File: src/rtl/syn_col_pkg.sv
package syn_col_pkg;
  localparam int W_STATE = 3;

  // bit 2: force zero, bit 1: halve, bit 0: negate
  typedef struct packed {
    logic zero;
    logic half;
    logic neg;
  } state_t;
endpackage

File: src/rtl/syn_weight_reg.sv
module syn_weight_reg #(
  parameter int W_WGT = 8
) (
  input  logic             clk_i,
  input  logic             rst_ni,
  input  logic             load_en_i,
  input  logic             load_bit_i,
  output logic [W_WGT-1:0] wgt_o
);
  always_ff @(posedge clk_i or negedge rst_ni) begin
    if (!rst_ni)        wgt_o <= '0;
    else if (load_en_i) wgt_o <= {load_bit_i, wgt_o[W_WGT-1:1]};
  end
endmodule

File: src/rtl/syn_operator.sv
module syn_operator
  import syn_col_pkg::*;
#(
  parameter int W_WGT = 8,
  parameter int W_SUM = 16
) (
  input  logic             clk_i,
  input  logic             rst_ni,
  input  logic             sum_i,
  input  logic             lsb_i,
  input  state_t           state_i,
  input  logic [W_WGT-1:0] wgt_i,
  output logic             sum_o,
  output logic             lsb_o,
  output state_t           state_o
);
  localparam int W_IDX = $clog2(W_SUM);
  localparam int W_SRC = W_IDX + 1;
  localparam int W_WI  = $clog2(W_WGT);

  logic [W_IDX-1:0] idx_q, idx;
  logic [W_SRC-1:0] src;
  state_t           st_q, st_cur;
  logic             carry_q, cin, wbit, tbit, sum_d, carry_d;

  always_comb begin
    idx    = lsb_i ? '0 : idx_q;
    st_cur = lsb_i ? state_i : st_q;
    // halving reads one bit higher; past the MSB the sign repeats
    src    = {1'b0, idx} + {{(W_SRC-1){1'b0}}, st_cur.half};
    if (src < W_SRC'(W_WGT)) wbit = wgt_i[src[W_WI-1:0]];
    else                     wbit = wgt_i[W_WGT-1];
    tbit    = ~st_cur.zero & (wbit ^ st_cur.neg);
    cin     = lsb_i ? (st_cur.neg & ~st_cur.zero) : carry_q;
    sum_d   = sum_i ^ tbit ^ cin;
    carry_d = (sum_i & tbit) | (sum_i & cin) | (tbit & cin);
  end

  always_ff @(posedge clk_i or negedge rst_ni) begin
    if (!rst_ni) begin
      sum_o   <= 1'b0;
      lsb_o   <= 1'b0;
      carry_q <= 1'b0;
      idx_q   <= '0;
      st_q    <= '0;
    end else begin
      sum_o   <= sum_d;
      lsb_o   <= lsb_i;
      carry_q <= carry_d;
      idx_q   <= idx + 1'b1;
      st_q    <= st_cur;
    end
  end

  assign state_o = st_q;
endmodule

File: src/rtl/syn_column.sv
module syn_column
  import syn_col_pkg::*;
#(
  parameter int N_SYN = 4,
  parameter int W_WGT = 8,
  parameter int W_SUM = 16
) (
  input  logic                     clk_i,
  input  logic                     rst_ni,
  input  logic                     sum_i,
  input  logic                     lsb_i,
  input  logic [N_SYN*W_STATE-1:0] state_i,
  input  logic                     load_en_i,
  input  logic                     load_bit_i,
  output logic                     sum_o,
  output logic                     lsb_o
);
  logic [N_SYN:0]              sum_chain;
  logic [N_SYN:0]              lsb_chain;
  logic [N_SYN-1:0]            ld_chain;
  logic [N_SYN-1:0][W_WGT-1:0] wgt_q;
  state_t [N_SYN-1:0]          st_cap;

  assign sum_chain[0] = sum_i;
  assign lsb_chain[0] = lsb_i;

  for (genvar k = 0; k < N_SYN; k++) begin : g_syn
    if (k == 0) begin : g_head
      assign ld_chain[k] = load_bit_i;
    end else begin : g_link
      assign ld_chain[k] = wgt_q[k-1][0];
    end

    syn_weight_reg #(.W_WGT(W_WGT)) u_wgt (
      .clk_i      (clk_i),
      .rst_ni     (rst_ni),
      .load_en_i  (load_en_i),
      .load_bit_i (ld_chain[k]),
      .wgt_o      (wgt_q[k])
    );

    syn_operator #(.W_WGT(W_WGT), .W_SUM(W_SUM)) u_op (
      .clk_i   (clk_i),
      .rst_ni  (rst_ni),
      .sum_i   (sum_chain[k]),
      .lsb_i   (lsb_chain[k]),
      .state_i (state_t'(state_i[k*W_STATE +: W_STATE])),
      .wgt_i   (wgt_q[k]),
      .sum_o   (sum_chain[k+1]),
      .lsb_o   (lsb_chain[k+1]),
      .state_o (st_cap[k])
    );
  end

  assign sum_o = sum_chain[N_SYN];
  assign lsb_o = lsb_chain[N_SYN];
endmodule

File: config.mk
export PLATFORM = sky130hd
export DESIGN_NAME = syn_column
export DESIGN_NICKNAME = d
export VERILOG_FILES = /design/src/rtl/syn_col_pkg.sv /design/src/rtl/syn_weight_reg.sv /design/src/rtl/syn_operator.sv /design/src/rtl/syn_column.sv
export SDC_FILE = /design/constraint.sdc
export NUM_CORES = 1
export LEC_CHECK = 0
export ABC_AREA = 0
export BUFFER_PORTS_ARGS = -buffer_cell sky130_fd_sc_hd__buf_2
export CAP_MARGIN = 30
export CORE_UTILIZATION = 63
export CTS_BUF_LIST = sky130_fd_sc_hd__clkbuf_8
export DETAILED_ROUTE_END_ITERATION = 7
export PLACE_DENSITY = 0.86
export SYNTH_ARGS = -nofsm -noshare
export SYNTH_HDL_FRONTEND = slang
export SYNTH_SLANG_ARGS = --single-unit
File: constraint.sdc
create_clock -name clk_i -period 3.63 [get_ports clk_i]
set_input_delay 0.5445 -clock clk_i [delete_from_list [all_inputs] [get_ports clk_i]]
set_output_delay 0.5445 -clock clk_i [all_outputs]
set_load 0.01 [all_outputs]
# Word-level counts from Yosys, hierarchy flattened

Index checks and enable logic that the tools add are counted.

Bits in registers: 72
Input bits: 18
Output and inout port bits: 2
Logic and storage cells: 116

Add/subtract/negate cells: 8
Order comparisons: 8
Muxes and demuxes: 24
Bitwise operators: 44

Operators with widths:

| kind                                                                 | count |
|---|---|
| 4-bit by 1-bit adder with 5-bit output                               | 4 |
| 1-bit AND                                                            | 20 |
| 5-bit by 4-bit < comparator with 1-bit output, second input constant | 4 |
| 4-bit by 1-bit adder with 4-bit output, second input constant        | 4 |
| 3-bit by 4-bit < comparator with 1-bit output, second input constant | 4 |
| 4-bit 2-to-1 mux                                                     | 4 |
| 1-bit binary-select mux with 3-bit select                            | 4 |
| 1-bit 2-to-1 mux                                                     | 12 |
| 3-bit 2-to-1 mux                                                     | 4 |
| 1-bit XOR                                                            | 12 |
| 1-bit OR                                                             | 8 |
| 1-bit inverter                                                       | 4 |

# Logic depth before layout (Yosys ltp)

Word-level depth: 10
Depth in mapped cells: 12
Gate-level depth less buffers: 11

# Hierarchy

Synthesis repeated with hierarchy kept, for this count alone.

Cells, all modules: 269
Area total of the unflattened synthesis: 3,666.0 µm²

By module, submodules not included:

| module                            | instances | cells an instance | area an instance (µm²) | sequential area each (µm²) |
|---|---|---|---|---|
| syn_operator at g_syn[0].u_op ... | 3         | 50                | 584.3                  | 250.2 |
| syn_weight_reg                    | 4         | 17                | 331.6                  | 200.2 |
| syn_operator at g_syn[3].u_op     | 1         | 51                | 586.8                  | 250.2 |

# Worst setup path after synthesis

No wires, ideal clock.

Path kind: input -> register
From: input lsb_i
To: register g_syn[0].u_op.sum_o
Setup time: 0.114 ns
Arrival: 2.845 ns
Required time: 3.516 ns
Setup slack: 0.672 ns
Stages: 9
Path buffers: 1
Cells stage by stage: buf_2 mux2_2 ha_1 mux4_1 mux2i_1 mux2i_1 and2_1 fa_1 inv_1

RTL lines:

| item                 | line               | text |
|---|---|---|
| from (decl)          | syn_column.sv:11   | `input logic lsb_i,` |
| to (signal assigned) | syn_operator.sv:47 | `sum_o <= sum_d;` |
| to (decl)            | syn_operator.sv:13 | `output logic sum_o,` |

==> qor.txt <==
status: complete, no violations
port buffer count: 19
share of cells above drive strength 1: 25.5%
via count: 2098
register area: 1800 um2
post-cts sizing count: 0
pwr dens: 605 nW/um2
Post-Syn Nets: 306
multi-input logic area: 1560 um2
Antenna Nets Post-Route: 0
CTS tree: yes
CP Capture Type: flip-flop
leakage dissipation: 1.87 nW
Placement Setup Slack: 0.474 ns
Via-to-Cell Ratio: 5.58
H-tree depth: 3
RSZ-0062 raised after global routing: false
critical path class: reg -> reg
DIE AREA: 5830 um2
Final Setup Violations: 0
GPL Wtd Cong: 0.750
antenna violations before repair: 0
fraction of the mapped netlist area in compound gates: 2.87%
Critical Path Fanout Max: 12
sequential-to-total area share from yosys stat: 51.7%
Cell Area, Synth: 3480 um2
Synth Area per Inst: 12.6 um2
most frequent CP cell: mux2i_1
crit path cell chain: mux2_2 -> ha_1 -> mux4_1 -> mux2i_1 -> mux2i_1 -> and2_1 -> fa_1 -> inv_1
#FFs+latches synth: 72
XOR/XNOR Fraction of Synth Area: 4.02%
postcts setup bufs: 0
number of synthesis warnings: 0
post-placement cell area: 3650 um2
fillers: 344
vias in the first global route: 2168
Layout area overhead: 10.7%
Final min period: 3.05 ns
commonest non-fill, non-tap cell in the layout: dfrtp_1
n_diodes: 0
most frequent cells in the layout: dfrtp_1, mux2_2, inv_1, nor2_1, buf_2
CTS sink count: 72
simple-gate share of the synthesized area: 10.4%
CTS Buf Count: 9
largest net degree at the start of global routing: 43
clk_skew: 0.0114 ns
Slew Viols, Final: 0
CP Data Required Time: 3.91 ns
number of core rows: 26
DRT Pass-1 Iters: 4
gr usage total: 22.2%
clock buffer depth: 2
drt wl/cell: 15.2 um
Top Ports: 20
biggest area consumer among synthesized cells: dfrtp_1
final hold viol count: 0
mux contribution to synthesized area: 22.4%
Clock Latency Late Sink: 0.35 ns
Die Wd: 76.4 um
hold crit path type: in -> async
Startpoint Class: flip-flop
max-cap violations: 0
total power: 2.33 mW
Initial Util: 66.9%
VDD IR max: 364 uV
DR iter-0 viols: 58
period utilization: 84.0%
post-synthesis cell type count: 25
post-synth top area share: 51.7%
maximum clock frequency: 328 MHz
Post-CTS Hold Fix Bufs: 0
Post-Syn Instances: 276
Total Negative Setup Slacks: 0 ns
Residual DRC: 0
adder-cell share of the synthesized area: 5.17%
Overflow after GRT: 0
top post-synthesis cells by area: dfrtp_1, mux2_2, mux4_1, mux2i_1, ha_1
Die Y-Extent: 76.4 um
CP peak stage delay: 0.61 ns
dpl cells: 360
crit path DAT: 3.33 ns
first-pass GRT wire length: 9880 um
Crit-path slowest cell: dfrtp_1
Final WS setup: 0.581 ns
Reg clk slew, reported paths: 0.08 ns
Final nets: 331
Least-Margin Pin Slew: 0.736 ns
Finished Layout Cells: 376
main combinational cell family by area after synthesis: multiplexers
total core area: 5200 um2
post-route cell area: 3860 um2
Relative slew margins: 50.9%
Final HPWL DP: 3840 um
final WL: 5710 um
root buf cell: clkbuf_8
[worst max-delay path, delay by kind of cell (launching register included)]
family        cells  cell delay [ns]
simple gates      1             0.17
fa+ha+maj         2             0.75
flops             1             0.61
mux               4             1.39
buf+inv           1             0.06
[cells in the mapped netlist, drive strengths merged]
cell / count
xnor2: 8
nand2: 9
inv: 21
buf: 7
nor3: 8
o21ai: 8
nor2b: 16
a31oi: 4
mux2i: 11
fa: 4
nand3: 4
a211oi: 4
a21oi: 1
and2: 4
ha: 8
and3: 2
xor2: 8
and4b: 2
dfrtp: 72
nor2: 21
clkbuf: 1
mux2: 40
mux4: 8
nand2b: 5
[cell families after synthesis]
family / count (synthesis)
flops: 72
fa+ha+maj: 12
buf+inv: 29
xor+xnor: 16
simple gates: 71
compound gates: 17
mux: 59
[per-stage QoR]
stage | hold WS [ns] | util [%]
final | 0.225 | 74.1
after global routing | 0.281 | 74.1
after CTS | 0.252 | 74.1
after detailed placement | 0.491 | 70.1
after global placement | 0.484 | 70.1
after floorplan | 0.249 | -
[state kept, by name, summed over array words and instances (netlist names)]
| name | cells |
|---|---|
| g_syn.u_op.state_o | 12 |
| g_syn.u_wgt.wgt_o | 32 |
| g_syn.u_op.sum_o | 4 |
| g_syn.u_op.lsb_o | 4 |
| g_syn.u_op.carry_q | 4 |
| g_syn.u_op.idx_q | 16 |
[power by group]
part / leakage (nW) / internal, mW / switching (mW)
Combinational: 0.875 / 0.305 / 0.233
Clock: 0.101 / 0.352 / 0.290
Sequential: 0.898 / 1.01 / 0.142
[routing by layer]
layer	share of wire [%]	GRT usage, %	vias to the layer above	wire length (um)
met3	3.2	7.66	11	182
met5	0	0	-	0
met1	46	29.8	1059	2650
li1	-	-	997	-
met2	48	34.3	31	2760
met4	1.9	7.12	0	110
[final cells by class]
cell class	instances	share of cell area (%)
sequential	72	46.7
multi-input combinational	175	40.6
clock buffer	11	3.93
timing repair buffer	22	3.05
tap	70	2.27
inverter	21	2.04
clock inverter	5	1.43
[path summary, 6_finish.rpt]
| kind | depth (start not counted) | from | endpoint | slack, ns |
|---|---|---|---|---|
| max | 8 | g_syn[0].u_op.lsb_o$_DFF_PN0_ | g_syn[1].u_op.sum_o$_DFF_PN0_ | 0.58 |
| min | 1 | rst_ni | g_syn[1].u_op.state_o[1]$_DFF_PN0_ | 0.23 |
| max reg2reg | 8 | g_syn[0].u_op.lsb_o$_DFF_PN0_ | g_syn[1].u_op.sum_o$_DFF_PN0_ | 0.58 |
| min reg2reg | 1 | g_syn[3].u_wgt.wgt_o[0]$_DFFE_PN0P_ | g_syn[3].u_wgt.wgt_o[0]$_DFFE_PN0P_ | 0.51 |
| max in group asynchronous | 2 | rst_ni | g_syn[3].u_wgt.wgt_o[5]$_DFFE_PN0P_ | 2.43 |
| min in group clk_i | 3 | load_bit_i | g_syn[0].u_wgt.wgt_o[7]$_DFFE_PN0P_ | 0.41 |
Power figures use the tool's default switching activity.
